## config.mk

```make
export PLATFORM = sky130hd
export DESIGN_NAME = uart_rx_status
export DESIGN_NICKNAME = d
export VERILOG_FILES = /design/src/rtl/uart_rx_pkg.sv /design/src/rtl/uart_rx_ctrl.sv /design/src/rtl/uart_rx_datapath.sv /design/src/rtl/uart_rx_status.sv
export SDC_FILE = /design/constraint.sdc
export NUM_CORES = 1
export LEC_CHECK = 0
export ABC_AREA = 1
export ABC_CLOCK_PERIOD_IN_PS = 4950
export BUFFER_PORTS_ARGS = -buffer_cell sky130_fd_sc_hd__buf_2
export CAP_MARGIN = 20
export CORE_ASPECT_RATIO = 1.5
export CORE_MARGIN = 4
export CORE_UTILIZATION = 55
export CTS_CLUSTER_DIAMETER = 30
export DETAILED_ROUTE_END_ITERATION = 10
export GPL_ROUTABILITY_DRIVEN = 0
export MAX_ROUTING_LAYER = met4
export PLACE_DENSITY = 0.77
export SLEW_MARGIN = 15
export SYNTH_ARGS = -nofsm -noshare
export SYNTH_HDL_FRONTEND = slang
export SYNTH_SLANG_ARGS = --single-unit
```

## constraint.sdc

```tcl
create_clock -name clk -period 4.95 [get_ports clk]
set_input_delay 0.7425 -clock clk [delete_from_list [all_inputs] [get_ports clk]]
set_output_delay 0.7425 -clock clk [all_outputs]
set_load 0.02 [all_outputs]
```

## src/rtl/uart_rx_pkg.sv

```systemverilog
package uart_rx_pkg;

  localparam int MAX_DATA_BITS = 8;

  typedef enum logic [2:0] {
    RX_IDLE,
    RX_START,
    RX_DATA,
    RX_PARITY,
    RX_STOP
  } rxState_t;

  // strobes from the sequencer to the datapath
  typedef struct packed {
    logic startOk;      // start bit confirmed at mid-bit
    logic shiftBit;     // sample one data bit
    logic takeParity;   // sample the parity bit
    logic finishFrame;  // sample the first stop bit and load the buffer
  } rxStrobe_t;

endpackage

```

## src/rtl/uart_rx_ctrl.sv

```systemverilog
module uart_rx_ctrl
  import uart_rx_pkg::*;
#(
  parameter int TICKS_PER_BIT = 16
) (
  input  logic      clk,
  input  logic      rstN,
  input  logic      baudTick,
  input  logic      rxLine,
  input  logic [1:0] wordLenSel,
  input  logic      parityEn,
  output rxStrobe_t strobes
);

  localparam int CW       = $clog2(TICKS_PER_BIT);
  localparam int HALF     = TICKS_PER_BIT / 2;
  localparam int IW       = $clog2(MAX_DATA_BITS);

  rxState_t        state;
  logic [CW-1:0]   tickCnt;
  logic [IW-1:0]   bitIdx;
  logic            armed;

  logic atHalf;
  logic atEnd;
  logic lastBit;

  assign atHalf  = (tickCnt == CW'(HALF - 1));
  assign atEnd   = (tickCnt == CW'(TICKS_PER_BIT - 1));
  assign lastBit = (bitIdx == (IW'(wordLenSel) + IW'(MAX_DATA_BITS - 4)));

  always_comb begin
    strobes             = '0;
    strobes.startOk     = baudTick && (state == RX_START) && atHalf && !rxLine;
    strobes.shiftBit    = baudTick && (state == RX_DATA) && atEnd;
    strobes.takeParity  = baudTick && (state == RX_PARITY) && atEnd;
    strobes.finishFrame = baudTick && (state == RX_STOP) && atEnd;
  end

  always_ff @(posedge clk) begin
    if (!rstN) begin
      state   <= RX_IDLE;
      tickCnt <= '0;
      bitIdx  <= '0;
      armed   <= 1'b0;
    end else if (baudTick) begin
      unique case (state)
        RX_IDLE: begin
          tickCnt <= '0;
          if (rxLine) begin
            armed <= 1'b1;
          end else if (armed) begin
            armed <= 1'b0;
            state <= RX_START;
          end
        end
        RX_START: begin
          if (atHalf) begin
            tickCnt <= '0;
            bitIdx  <= '0;
            state   <= rxLine ? RX_IDLE : RX_DATA;
          end else begin
            tickCnt <= tickCnt + 1'b1;
          end
        end
        RX_DATA: begin
          if (atEnd) begin
            tickCnt <= '0;
            bitIdx  <= bitIdx + 1'b1;
            if (lastBit) state <= parityEn ? RX_PARITY : RX_STOP;
          end else begin
            tickCnt <= tickCnt + 1'b1;
          end
        end
        RX_PARITY: begin
          if (atEnd) begin
            tickCnt <= '0;
            state   <= RX_STOP;
          end else begin
            tickCnt <= tickCnt + 1'b1;
          end
        end
        RX_STOP: begin
          if (atEnd) begin
            tickCnt <= '0;
            state   <= RX_IDLE;
          end else begin
            tickCnt <= tickCnt + 1'b1;
          end
        end
        default: state <= RX_IDLE;
      endcase
    end
  end

endmodule

```

## src/rtl/uart_rx_datapath.sv

```systemverilog
module uart_rx_datapath
  import uart_rx_pkg::*;
#(
  parameter int BREAK_TICKS = 192,
  parameter int SYNC_STAGES = 2
) (
  input  logic                     clk,
  input  logic                     rstN,
  input  logic                     baudTick,
  input  logic                     serialIn,
  input  logic                     loopEn,
  input  logic                     loopData,
  input  logic [1:0]               wordLenSel,
  input  logic                     parityEn,
  input  logic                     parityEven,
  input  logic                     parityStick,
  input  logic                     rdData,
  input  logic                     rdStatus,
  input  rxStrobe_t                strobes,
  output logic                     rxLine,
  output logic [MAX_DATA_BITS-1:0] rxByte,
  output logic                     dataReady,
  output logic                     overrunErr,
  output logic                     parityErr,
  output logic                     framingErr,
  output logic                     breakErr,
  output logic                     rxReadyEvt,
  output logic                     lineErrEvt
);

  localparam int BW = $clog2(BREAK_TICKS + 2);
  localparam int SW = $clog2(MAX_DATA_BITS);

  // input select and synchroniser
  logic                   lineMux;
  logic [SYNC_STAGES-1:0] syncQ;

  assign lineMux = loopEn ? loopData : serialIn;
  assign rxLine  = syncQ[SYNC_STAGES-1];

  always_ff @(posedge clk) begin
    if (!rstN) syncQ <= '1;
    else       syncQ <= {syncQ[SYNC_STAGES-2:0], lineMux};
  end

  // shift register, data enters at the top
  logic [MAX_DATA_BITS-1:0] shiftReg;
  logic                     parityBit;

  always_ff @(posedge clk) begin
    if (!rstN) begin
      shiftReg  <= '0;
      parityBit <= 1'b0;
    end else begin
      if (strobes.startOk)         shiftReg  <= '0;
      else if (strobes.shiftBit)   shiftReg  <= {rxLine, shiftReg[MAX_DATA_BITS-1:1]};
      if (strobes.takeParity)      parityBit <= rxLine;
    end
  end

  // right alignment and parity evaluation
  logic [SW-1:0]            alignShift;
  logic [MAX_DATA_BITS-1:0] aligned;
  logic                     dataXor;
  logic                     expParity;
  logic                     parityBad;

  assign alignShift = SW'(MAX_DATA_BITS - 5) - SW'(wordLenSel);
  assign aligned    = shiftReg >> alignShift;
  assign dataXor    = ^aligned;

  always_comb begin
    if (parityStick)     expParity = parityEven;
    else if (parityEven) expParity = dataXor;
    else                 expParity = ~dataXor;
  end

  assign parityBad = parityEn && (parityBit != expParity);

  // break detector: ticks spent low, saturating one past the limit
  logic [BW-1:0] lowCnt;
  logic          breakHit;

  assign breakHit = baudTick && !rxLine && (lowCnt == BW'(BREAK_TICKS));

  always_ff @(posedge clk) begin
    if (!rstN)                                      lowCnt <= '0;
    else if (rxLine)                                lowCnt <= '0;
    else if (baudTick && lowCnt != BW'(BREAK_TICKS + 1)) lowCnt <= lowCnt + 1'b1;
  end

  // flag set and clear, a set wins over a clearing read
  logic load;
  logic setOe, setPe, setFe, setBi;

  assign load  = strobes.finishFrame;
  assign setOe = load && dataReady && !rdData;
  assign setPe = load && parityBad;
  assign setFe = load && !rxLine;
  assign setBi = breakHit;

  always_ff @(posedge clk) begin
    if (!rstN) begin
      rxByte     <= '0;
      dataReady  <= 1'b0;
      overrunErr <= 1'b0;
      parityErr  <= 1'b0;
      framingErr <= 1'b0;
      breakErr   <= 1'b0;
      rxReadyEvt <= 1'b0;
      lineErrEvt <= 1'b0;
    end else begin
      if (load) rxByte <= aligned;
      dataReady  <= load  || (dataReady  && !rdData);
      overrunErr <= setOe || (overrunErr && !rdStatus);
      parityErr  <= setPe || (parityErr  && !rdStatus);
      framingErr <= setFe || (framingErr && !rdStatus);
      breakErr   <= setBi || (breakErr   && !rdStatus);
      rxReadyEvt <= load;
      lineErrEvt <= setOe || setPe || setFe || setBi;
    end
  end

endmodule

```

## src/rtl/uart_rx_status.sv

```systemverilog
module uart_rx_status
  import uart_rx_pkg::*;
#(
  parameter int TICKS_PER_BIT  = 16,
  parameter int MAX_FRAME_BITS = 12
) (
  input  logic       clk,
  input  logic       rstN,
  input  logic       serialIn,
  input  logic       loopEn,
  input  logic       loopData,
  input  logic       baudTick,
  input  logic [1:0] wordLenSel,
  input  logic       parityEn,
  input  logic       parityEven,
  input  logic       parityStick,
  input  logic       rdData,
  input  logic       rdStatus,
  input  logic       txHoldEmpty,
  input  logic       txShiftEmpty,
  output logic [7:0] rxByte,
  output logic [7:0] lineStatus,
  output logic       rxReadyEvt,
  output logic       lineErrEvt
);

  localparam int BREAK_TICKS = TICKS_PER_BIT * MAX_FRAME_BITS;

  rxStrobe_t strobes;
  logic      rxLine;
  logic      dataReady, overrunErr, parityErr, framingErr, breakErr;

  uart_rx_ctrl #(
    .TICKS_PER_BIT(TICKS_PER_BIT)
  ) u_ctrl (
    .clk       (clk),
    .rstN      (rstN),
    .baudTick  (baudTick),
    .rxLine    (rxLine),
    .wordLenSel(wordLenSel),
    .parityEn  (parityEn),
    .strobes   (strobes)
  );

  uart_rx_datapath #(
    .BREAK_TICKS(BREAK_TICKS),
    .SYNC_STAGES(2)
  ) u_dp (
    .clk        (clk),
    .rstN       (rstN),
    .baudTick   (baudTick),
    .serialIn   (serialIn),
    .loopEn     (loopEn),
    .loopData   (loopData),
    .wordLenSel (wordLenSel),
    .parityEn   (parityEn),
    .parityEven (parityEven),
    .parityStick(parityStick),
    .rdData     (rdData),
    .rdStatus   (rdStatus),
    .strobes    (strobes),
    .rxLine     (rxLine),
    .rxByte     (rxByte),
    .dataReady  (dataReady),
    .overrunErr (overrunErr),
    .parityErr  (parityErr),
    .framingErr (framingErr),
    .breakErr   (breakErr),
    .rxReadyEvt (rxReadyEvt),
    .lineErrEvt (lineErrEvt)
  );

  assign lineStatus = {1'b0, txShiftEmpty, txHoldEmpty, breakErr,
                       framingErr, parityErr, overrunErr, dataReady};

endmodule

```

======== After elaboration in Yosys (flattened, before gate mapping) ========
Index checks and enable logic that the tools add are counted.
word-level totals
  register bits ........................... 45
  input port bits ......................... 15
  output and inout port bits .............. 18
  word-level logic and storage cells ...... 105
operators by class
  $add $sub $neg .......................... 5
  equal/unequal tests ..................... 17
  shift-type cells ........................ 1
  muxes and demuxes ....................... 20
  bitwise gates (word level) .............. 2
  reductions and logical operators ........ 44
operators by type and width
  operator             number
  $mux 3               10
  $logic_and 1x1->1    22
  $pmux 3 s5           1
  $ne 2x1->1 const B   6
  $pmux 4 s3           1
  $add 8x1->8 const B  1
  $eq 8x8->1 const B   1
  $logic_or 1x1->1     8
  $mux 4               2
  $ne 8x8->1 const B   1
  $reduce_and 8->1     1
  $reduce_xor 8->1     1
  $shr 8x3->8          1
  $eq 3x2->1 const B   2
  $pmux 3 s2           1
  $add 4x1->4 const B  1
  $eq 4x3->1 const B   1
  $eq 4x4->1 const B   1
  $mux 1               4
  $reduce_and 2->1     2
  $reduce_and 4->1     1
  $reduce_or 2->1      2
  $add 2x3->3 const B  1
  $add 3x1->3 const B  1
  13 further kinds     16

======== Longest topological paths before layout ========
Gate-level depths: netlist (run 1).
  depth after elaboration ................. 12
  mapped depth ............................ 14
  mapped depth without buffers ............ 14

======== Modules after synthesis ========
From an unflattened synthesis (run 1), not the netlist that was laid out.
second synthesis, totals
  cell total of the unflattened synthesis .. 385
  area total of the unflattened synthesis .. 2539.9 um^2
by module, submodules not included
  module            times used  cells an instance  area an instance (um^2)  seq. area each (um^2)
  uart_rx_datapath  1           260                1775.5                   680.7
  uart_rx_ctrl      1           116                700.7                    220.2
  uart_rx_status    1           9                  63.8                     0.0

======== Worst setup path after synthesis (run 1) ========
No wires, ideal clock.
  kind .................................... in2reg
  start ................................... in wordLenSel[1]
  end ..................................... reg u_dp.parityErr
  setup time .............................. 0.071 ns
  arrival ................................. 1.845 ns
  data required time ...................... 4.879 ns
  slack ................................... 3.034 ns
  cell stages on the path ................. 13
  buffers on the path ..................... 2
  cell sequence ........................... buf_2 -> inv_2 -> buf_2 -> nand3_1 -> nand2_2 -> nand2_1 -> nand3_1 -> nand2_1 -> nand2_1 -> nand3_1 -> nand2_1 -> nand3_2 -> a21oi_1
between the ends
  word-level cells in the longest chain between the ends .. 10
RTL lines
  what                   line                     source
  from (decl)            uart_rx_status.sv:13     input logic [1:0] wordLenSel,
  $sub 2x2->3 (*)        uart_rx_datapath.sv:68   assign alignShift = SW'(MAX_DATA_BITS - 5) - SW'(wordLenSel);
  $shr 8x3->8 (*)        uart_rx_datapath.sv:69   assign aligned = shiftReg >> alignShift;
  $reduce_xor 8->1 (*)   uart_rx_datapath.sv:70   assign dataXor = ^aligned;
  $not 1->1              uart_rx_datapath.sv:75   else expParity = ~dataXor;
  $mux 1 (*)             uart_rx_datapath.sv:74   else if (parityEven) expParity = dataXor;
  $mux 1 (*)             uart_rx_datapath.sv:73   if (parityStick) expParity = parityEven;
  $ne 1x1->1 (*)         uart_rx_datapath.sv:78   assign parityBad = parityEn && (parityBit != expParity);
  $logic_and 1x1->1 (*)  uart_rx_datapath.sv:78
  $logic_and 1x1->1 (*)  uart_rx_datapath.sv:98   assign setPe = load && parityBad;
  $logic_or 1x1->1 (*)   uart_rx_datapath.sv:116  parityErr <= setPe || (parityErr && !rdStatus);
  to (signal assigned)   uart_rx_datapath.sv:116
  to (decl)              uart_rx_datapath.sv:24   output logic parityErr,
Mark *: on every way between the ends. The rest lies on a longest branch, timed or not.
A chain may end at the register's enable or synchronous reset.

======== Final worst setup path (run 1) ========
  start ................................... reg u_ctrl.tickCnt[0]
  end ..................................... reg u_dp.shiftReg[6]
between the ends
  word-level cells in the longest chain between the ends .. 4
  elaborated cells between the ends (all ways) .. 6
  those cells by class .................... 2 x eq/ne; 4 x reduce/logical
RTL lines
  what                              line                    source
  from (decl)                       uart_rx_ctrl.sv:20      logic [CW-1:0] tickCnt;
  from (signal assigned)            uart_rx_ctrl.sv:63      tickCnt <= tickCnt + 1'b1;
  from (signal assigned)            uart_rx_ctrl.sv:72      tickCnt <= tickCnt + 1'b1;
  from (signal assigned)            uart_rx_ctrl.sv:80      tickCnt <= tickCnt + 1'b1;
  $eq 4x3->1                        uart_rx_ctrl.sv:28      assign atHalf = (tickCnt == CW'(HALF - 1));
  $logic_and 1x1->1 (2 in series)   uart_rx_ctrl.sv:34      strobes.startOk = baudTick && (state == RX_START) && atHalf && !rxLine;
  $reduce_or 2->1 (no source line)  --
  to (signal assigned)              uart_rx_datapath.sv:56  else if (strobes.shiftBit) shiftReg <= {rxLine, shiftReg[MAX_DATA_BITS-1:1]};
  to (decl)                         uart_rx_datapath.sv:47  logic [MAX_DATA_BITS-1:0] shiftReg;
Several ways; a longest one is shown, not always the timed one.

==> reports/qor.yml, run 1 <==
grt_pass1_wl_mm: 9.45
whs_endpoint: "u_dp.syncQ[1]"
finalCritPeriodShare_pct: 45.7
yosys.area.top_type_share_pct: 36.3
maxCapViolCount: 0
yosys_warnings: 0
syn_nets: 390
yosysSeqAreaShare_pct: 36.3
drcViolationCount: 0
die_w_um: 62.9
worstRegToRegCells: 10
grt_usage_pct: 20.7
powerDensity_mw_per_mm2: 328
worst_pin_slew_ns: 0.709
synthFlopType: "dfxtp_1"
num_antenna_cells: 0
port_buffers: 27
setup_violations: 0
post_cts_buffers: 0
cts_tree: "yes"
syn2layout_area_growth_pct: 7.81
grt_overflow_total: 0
io_pins: 33
required_ns: 5.14
antenna_found_initial: 0
power_w: 0.000879
rows: 29
avgSynthCellArea_um2: 6.71
dp.final_hpwl_mm: 4.07
worstHoldPathType: "register to register"
hold_viol_final: 0
r2r_setup_slack_ns: 2.69
vias_per_cell: 5.35
clk_path_buf_depth: 2
vias: 2322
ctsHoldBuffers: 0
die_y_um: 90.3
grt_pass1_vias: 2280
wl_per_cell_um: 12.3
syn_area_mm2: 0.00248
first_iter_violations: 119
max_freq_ghz: 0.442
routed_wl_mm: 5.33
rsz0062_at_grt: "no"
tns_ns: 0
min_path_cells: 1
leakagePower_nw: 1.21
grt_max_degree: 24
drtAntennaViolNets: 0
irDropWorstVdd_uv: 261
startpoint_type: "register"
fin_crit_ns: 2.26
maxSlewViolCount: 0
post-synth-top-count-cell: "nand2_1"
synth_largest_area_cell: "dfxtp_1"
synth_cell_types: 31
cp_max_fo: 12
layout.nets: 407
die-area_mm2: 0.00568
cts_sinks: 45
cts_buffers: 5
crit_path_end_kind: "register"
max_slew_margin_pct: 52.7
synth_area_leaders: "dfxtp_1 36%, nand2_1 13%, a21oi_1 7.5%, inv_1 7.4%, o21ai_0 6.4%"
cts_root_buf: "clkbuf_8"
drt_first_pass_iters: 4
worstSkewPairLatency_ns: 0.30
cts.reportedPaths.clkPinSlew_ns: 0.08
worstHoldStart: "u_dp.syncQ[0]"
synth_cells: 370
ys_ff_latch: 45
clock-skew-final_ns: 0.0102
async_reset_ff_share_pct: 0
reg2reg_from: "u_ctrl.tickCnt[0]"
h-tree-depth: 2
ys_top_cells_by_count: "88 x nand2_1, 49 x inv_1, 45 x dfxtp_1"
drive_gt1_share_pct: 13.1
initial_core_util_pct: 58.0
coreArea_mm2: 0.00428
cts_resized: 0
synth-edff-count: 0
r2r-end: "u_dp.shiftReg[6]"
critPathArrivalTime_ns: 2.45
crit_type: "register to register"
status: "finished clean"
[report_power, final]
group | switching [W] | leakage (nW) | internal (W) | total [W]
sequential | 0.0000120 | 0.363 | 0.000380 | 0.000392
clock | 0.000121 | 0.0585 | 0.000165 | 0.000286
combinational | 0.000140 | 0.786 | 0.0000610 | 0.000201
[state kept, by name, summed over array words and instances, names as in the netlist]
name,cells
u_dp.parityBit,1
u_dp.overrunErr,1
u_ctrl.state,3
u_dp.lowCnt,8
u_dp.breakErr,1
u_dp.parityErr,1
u_dp.dataReady,1
u_dp.shiftReg,8
u_ctrl.tickCnt,4
u_ctrl.bitIdx,3
u_dp.framingErr,1
u_dp.rxByte,8
u_dp.syncQ,2
u_dp.lineErrEvt,1
u_ctrl.armed,1
u_dp.rxReadyEvt,1
[layout make-up]
class                           count  area, µm²
Inverter                           51        191
Clock inverter                      1       30.0
Tap cell                           46       57.6
Sequential cell                    45        901
Fill cell                         404       1600
Clock buffer                        7       86.3
Multi-Input combinational cell    257       1280
Timing Repair Buffer               27        135
[cell families after synthesis]
group | after synthesis | synth area share, %
AND/OR/NAND/NOR | 165 | 29.5
AO/OA/AOI/OAI | 83 | 18.2
buffers and inverters | 68 | 12.3
flip-flops | 45 | 36.3
adder cells (fa/ha/maj) | 5 | 2.52
XOR/XNOR | 3 | 1.06
other | 1 | 0.151
[worst max-delay path, stage by stage (launching register included)]
cell and delay [ns]:
dfxtp_1 0.38, ha_1 0.19, nand2_1 0.09, nor2_1 0.12, inv_1 0.07, nor2_1 0.17
inv_1 0.11, nor2_1 0.51, inv_1 0.24, o21ai_0 0.22, a21oi_1 0.05
[layer usage]
metal  wire length [µm]  GRT usage (%)  vias to the layer above
li1                   -              -                     1232
met1               2130           20.5                     1045
met2               2980           39.1                       36
met3                118           2.74                        9
met4                113           9.21                        0
met5                  0              -                        -
[per-stage QoR]
step	instances	utilization [%]	hold slack, ns	area, µm²	worst slack [ns]
2_1_floorplan	370	-	0.393	2480	3.03
3_3_place_gp	426	59.8	0.394	2560	2.67
3_5_place_dp	426	59.8	0.401	2560	2.61
6_report	434	62.5	0.415	2680	2.69
5_1_grt	434	62.5	0.444	2680	2.31
4_1_cts	434	62.5	0.420	2680	2.71
[cell usage in the layout, fill, tap and decap left out, drive strengths merged, types with 2 or more instances in the layout]
cell type and instances:
nor2 26, dfxtp 45, o21ai 35, a211oi 6
nand2 97, nand3 31, clkbuf 7, nand4 4
inv 51, ha 5, nor3 5, xor2 2
buf 27, a21oi 37
[worst max-delay path by stage]
stage	startpoint	end	cells past startpoint
final	u_ctrl.tickCnt[0]	u_dp.shiftReg[6]	10
after global routing	u_ctrl.tickCnt[0]	u_ctrl.bitIdx[0]	11
after CTS	u_ctrl.tickCnt[0]	u_dp.shiftReg[6]	10
after detailed placement	baudTick	u_dp.shiftReg[6]	8
after global placement	wordLenSel[0]	u_dp.lineErrEvt	13
after floorplan	wordLenSel[1]	u_dp.parityErr	13
No activity file was read; power rests on OpenSTA's default activity.
==> inputs of run 2 (changes only) <==
Settings changed: ABC_AREA 1 to 0, ABC_CLOCK_PERIOD_IN_PS 4950 to 2100.
Clock period 4.95 ns to 2.1 ns, I/O delays scaled along.
==> run 2 against run 1 <==
Compared with the run above:
- first-iteration DRC count fell by 21%
- highest routed layer unchanged
- synthesized cell count fell by 22%
- clock-buffer cell count did not move
- area after synthesis fell by 4.8%
- maximum frequency rose by 18%
- worst hold slack got worse by 0.17 ns
- largest cell class unchanged
==> reports/qor.yml, run 2 <==
status: "finished clean"
coreArea_mm2: 0.00406
dp.final_hpwl_mm: 3.58
cp_max_fo: 5
grt_pass1_vias: 1849
tns_ns: 0
grt_max_degree: 22
path_buf_inv: 0
final_cell_mix: "45 x dfxtp_1, 35 x nor2_1, 31 x nand2_1, 27 x buf_2"
grt_pass1_wl_mm: 8.09
synth-edff-count: 0
wl_per_cell_um: 13.6
syn2layout_area_growth_pct: 8.94
reg_top3: "u_dp.lowCnt: 8 flops, u_dp.rxByte: 8 flops, u_dp.shiftReg: 8 flops"
synth_area_leaders: "dfxtp_1 38%, mux2i_1 8.0%, nor2_1 5.7%, nand2_1 4.9%, a21oi_1 4.0%"
cts_buffers: 5
routed_wl_mm: 4.76
syn_area_mm2: 0.00236
maxSlewViolCount: 0
cts_sinks: 45
vias_per_cell: 5.63
rsz0062_at_grt: "no"
critPathMostFrequentCell: "nand2_1"
setup_violations: 0
final_cell_area_mm2: 0.00258
rows: 28
io_pins: 33
drcViolationCount: 0
die_y_um: 88.3
die-area_mm2: 0.00543
max_freq_ghz: 0.522
async_reset_ff_share_pct: 0
clk_path_buf_depth: 2
layout.nets: 326
critical_path.cell_chain: "ha_2, nand2_1, nor2_2, and3_1, nand2_1, or4_1, mux2_4, nand3_1"
maxCapViolCount: 0
cts_root_buf: "clkbuf_8"
port_buffers: 27
syn_nets: 310
cts.reportedPaths.clkPinSlew_ns: 0.08
critPathArrivalTime_ns: 2.15
yosysSeqAreaShare_pct: 38.1
ctsHoldBuffers: 0
grt_usage_pct: 20.3
top_usage_layer: "met2"
synth_cell_types: 41
h-tree-depth: 2
met2_usage_pct: 33.3
crit_path_end_kind: "register"
drtAntennaViolNets: 0
worstHoldPathType: "input port to register"
synth_largest_area_cell: "dfxtp_1"
layout_commonest_cell: "dfxtp_1"
startpoint_type: "register"
drt_first_pass_iters: 4
required_ns: 2.34
vias: 1975
ys_ff_latch: 45
leakagePower_nw: 1.04
yosys_warnings: 0
worstSkewPairLatency_ns: 0.29
ys_top_cells_by_count: "45 x dfxtp_1, 36 x nor2_1, 31 x nand2_1"
finalCritPeriodShare_pct: 91.2
hold_viol_final: 0
powerDensity_mw_per_mm2: 620
irDropWorstVdd_uv: 554
yosys.area.top_type_share_pct: 38.1
critPathSlowestCell: "or4_1"
post-synth-top-count-cell: "dfxtp_1"
place_area_mm2: 0.00247
met3_usage_pct: 4.23
grtUsageMet1_pct: 23.0
fin_crit_ns: 1.91
final-seq-area_um2: 901
nFillCells: 367
critical-path-top-delay-family: "simple AND/OR/NAND/NOR gates"
grt_overflow_total: 0
drive_gt1_share_pct: 16.7
die_w_um: 61.5
first_iter_violations: 94
synthFlopType: "dfxtp_1"
crit_type: "register to register"
avgSynthCellArea_um2: 8.15
multi_input_area_mm2: 0.00131
initial_core_util_pct: 58.2
clock-skew-final_ns: 0.00789
antenna_found_initial: 0
power_w: 0.00160
synth_cells: 290
slowest_delay_ns: 0.39
num_antenna_cells: 0
cts_tree: "yes"
post_cts_buffers: 0
run 2: cell types whose count changed after synthesis, moves of 7 or more:
cell | previous run | this run
mux2i_1 | 0 | 19
nor2_1 | 25 | 36
nand2_1 | 88 | 31
nor2b_1 | 0 | 7
a21oi_1 | 37 | 19
nand3_1 | 28 | 13
inv_1 | 49 | 9
xor2_1 | 2 | 9
nand2_2 | 8 | 0
o21ai_0 | 32 | 16
clkbuf_1 | 2 | 14
run 2: worst paths after layout:
path                     startpoint         endpoint  slack, ns  cells after the start
hold reg to reg       u_dp.syncQ[0]    u_dp.syncQ[1]       0.42                      1
hold / removal             serialIn    u_dp.syncQ[0]       0.24                      3
setup / recovery  u_ctrl.tickCnt[0]  u_dp.lineErrEvt       0.19                      8
setup reg to reg  u_ctrl.tickCnt[0]  u_dp.lineErrEvt       0.19                      8
run 2: tightest hold or removal path, delay by kind of cell:
family,cells,cell delay [ns]
buffers and inverters,1,0.07
AND/OR/NAND/NOR,1,0.06
multiplexers,1,0.05
run 2: final cells by class:
cell class / count / area share (%)
Timing Repair Buffer: 34 / 7.29
Tap cell: 45 / 2.19
Inverter: 9 / 1.31
Sequential cell: 45 / 35.0
Clock buffer: 7 / 3.35
Multi-Input combinational cell: 211 / 50.9
run 2: metal layers:
layer	wire (µm)	up-vias
met4	130	0
met1	1980	914
met3	181	12
met5	0	-
li1	-	1008
met2	2460	41
run 2: repair_timing:
item,in CTS,in global routing
endpoints found under the hold margin,0,0
resized for setup,0,4
endpoints found under the setup margin,0,4
run 2: power breakdown:
part / switching [W] / total (W) / internal [W] / leakage (nW)
Combinational: 0.000111 / 0.000176 / 0.0000651 / 0.632
Clock: 0.000267 / 0.000528 / 0.000261 / 0.0443
Sequential: 0.0000252 / 0.000893 / 0.000867 / 0.363
run 2: cells by family (layout without fill, tap and decap cells):
| group | count (synthesis) | in the layout | synth area share [%] |
|---|---|---|---|
| and+or+nand+nor | 116 | 116 | 23.8 |
| AOI/OAI and AO/OA | 50 | 50 | 12.2 |
| DFF | 45 | 45 | 38.1 |
| buffers and inverters | 34 | 50 | 7.09 |
| muxes | 23 | 23 | 10.1 |
| xor gates and xnor gates | 16 | 16 | 5.93 |
| adders and majority gates | 5 | 5 | 2.65 |
| other | 1 | 1 | 0.159 |
run 2: metrics by stage:
step           setup slack [ns]  hold WS (ns)  utilization [%]  std cells
2_1_floorplan             0.203         0.386                -        290
5_1_grt                 0.00423         0.258             63.4        351
3_3_place_gp              0.157         0.396             60.9        344
4_1_cts                  0.0532         0.237             63.0        351
3_5_place_dp             0.0721         0.409             60.9        344
6_report                  0.185         0.241             63.4        351
==> inputs of run 3 (changes only) <==
Settings changed: ABC_AREA 0 to 1, CAP_MARGIN 20 to default, CORE_MARGIN 4 to 2.
==> run 3 against run 2 <==
Compared with the run above:
- core utilization down 0.45 points
- sequential share of layout area decreased by 1.5 points
- clock power is 7.6% higher
- clock skew is 0.0032 ns higher
- die area shrank 6.5%
- flip-flop and latch count unchanged
- setup slack gained 0.18 ns
- worst hold slack worse by 0.025 ns
- global-route usage increased by 2.5 points
- final cell count is 25% higher
- via count increased by 19%
- register-to-register slack improved by 0.18 ns
- largest power group unchanged
- highest routed layer unchanged
==> reports/qor.yml, run 3 (synthesized netlist as in run 1, its figures left out) <==
layout_commonest_cell: "nand2_1"
finalCritPeriodShare_pct: 82.8
grt_usage_pct: 22.8
syn2layout_area_growth_pct: 8.51
critPathSlowestCell: "dfxtp_1"
startpoint_type: "register"
setup_violations: 0
cts_resized: 0
reg_top3: "u_dp.lowCnt: 8 flops, u_dp.rxByte: 8 flops, u_dp.shiftReg: 8 flops"
slowest_delay_ns: 0.38
clk_path_buf_depth: 2
required_ns: 2.34
cts_root_buf: "clkbuf_8"
drcViolationCount: 0
critical_path.cell_chain: "ha_1, nand2_1, nor2_1, inv_1, nor2_1, inv_1, nor2_4, inv_1, nor2_1, nand3_2, a21oi_1"
coreArea_mm2: 0.00428
wl_per_cell_um: 11.9
cts.reportedPaths.clkPinSlew_ns: 0.09
drtAntennaViolNets: 0
crit_type: "register to register"
hold_ws_ns: 0.216
rows: 29
grt_pass1_vias: 2223
grt_max_degree: 23
cts_tree: "yes"
dp.final_hpwl_mm: 4.08
antenna_found_initial: 0
final_cell_mix: "88 x nand2_1, 49 x inv_1, 45 x dfxtp_1, 37 x a21oi_1, 32 x o21ai_0"
max_freq_ghz: 0.575
port_buffers: 27
grt_overflow_total: 0
crit_path_end_kind: "register"
num_antenna_cells: 0
io_pins: 33
dp.cells: 431
first_iter_violations: 117
clock-skew-final_ns: 0.0111
grt_pass1_wl_mm: 8.79
critPathArrivalTime_ns: 1.98
routed_wl_mm: 5.25
cp_max_fo: 5
status: "finished clean"
rsz0062_at_grt: "no"
post_cts_buffers: 0
cts_buffers: 5
worstSkewPairLatency_ns: 0.30
drive_gt1_share_pct: 14.5
worstHoldPathType: "input port to register"
die_y_um: 86.3
leakagePower_nw: 1.23
die_w_um: 58.9
initial_core_util_pct: 58.0
irDropWorstVdd_uv: 596
maxSlewViolCount: 0
die-area_mm2: 0.00508
layout.nets: 412
drt_first_pass_iters: 4
hold_viol_final: 0
place_area_mm2: 0.00260
final_cell_area_mm2: 0.00270
maxCapViolCount: 0
h-tree-depth: 2
cts_sinks: 45
ctsHoldBuffers: 0
powerDensity_mw_per_mm2: 733
vias: 2350
final_cells: 439
vias_per_cell: 5.35
tns_ns: 0
final_core_util_pct: 62.9
fin_crit_ns: 1.74
==> run 3: cell types whose count changed in the layout (fill, tap and decap cells not counted), moves of 5 or more <==
cell,before,now
nand2_1,31,88
inv_1,9,49
mux2i_1,19,0
a21oi_1,19,37
o21ai_0,16,32
nand3_1,13,28
nor2_1,35,25
nand2_2,0,8
nor2b_1,7,0
xor2_1,9,2
xnor2_1,7,1
a211oi_1,1,6
nand2b_1,5,0
==> run 3: worst max-delay path, delay by kind of cell, from the launching register on <==
kind | cells | cell delay [ns]
flip-flops | 1 | 0.38
adder cells (fa/ha/maj) | 1 | 0.19
AND/OR/NAND/NOR | 6 | 0.71
AO/OA/AOI/OAI | 1 | 0.13
buffers and inverters | 3 | 0.27
==> run 3: final timing paths <==
kind / startpoint / end / slack, ns / depth (start not counted)
setup / recovery: u_ctrl.tickCnt[0] / u_dp.lineErrEvt / 0.36 / 11
hold / removal: loopEn / u_dp.syncQ[0] / 0.22 / 2
setup reg to reg: u_ctrl.tickCnt[0] / u_dp.lineErrEvt / 0.36 / 11
hold reg to reg: u_dp.syncQ[0] / u_dp.syncQ[1] / 0.42 / 1
==> run 3: routing by layer <==
metal / GRT usage (%) / vias to the layer above / part of all wire, %
met5: - / - / 0
met4: 11.8 / 0 / 2.9
met3: 4.48 / 18 / 2.8
met2: 42.0 / 48 / 54
met1: 21.5 / 1043 / 40
li1: - / 1241 / -
==> run 3: metrics by stage <==
stage	worst slack, ns	power, W
6_report	0.361	0.00198
5_1_grt	0.0725	0.00210
4_1_cts	0.349	0.00199
3_5_place_dp	0.267	0.00142
3_3_place_gp	0.359	0.00141
2_1_floorplan	0.524	0.00132
==> run 3: final cells by class <==
type | count | area (µm²)
Clock inverter | 2 | 13.8
Clock buffer | 6 | 82.6
Sequential cell | 45 | 901
Inverter | 51 | 191
Fill cell | 401 | 1590
Multi-Input combinational cell | 257 | 1280
Timing Repair Buffer | 32 | 173
Tap cell | 46 | 57.6
==> run 3: power breakdown <==
group	leakage, nW	switching (W)	total, W	internal (W)
logic	0.811	0.000334	0.000482	0.000148
clock network	0.0512	0.000301	0.000568	0.000267
registers	0.363	0.0000290	0.000926	0.000896
total	1.23	0.000664	0.00198	0.00131
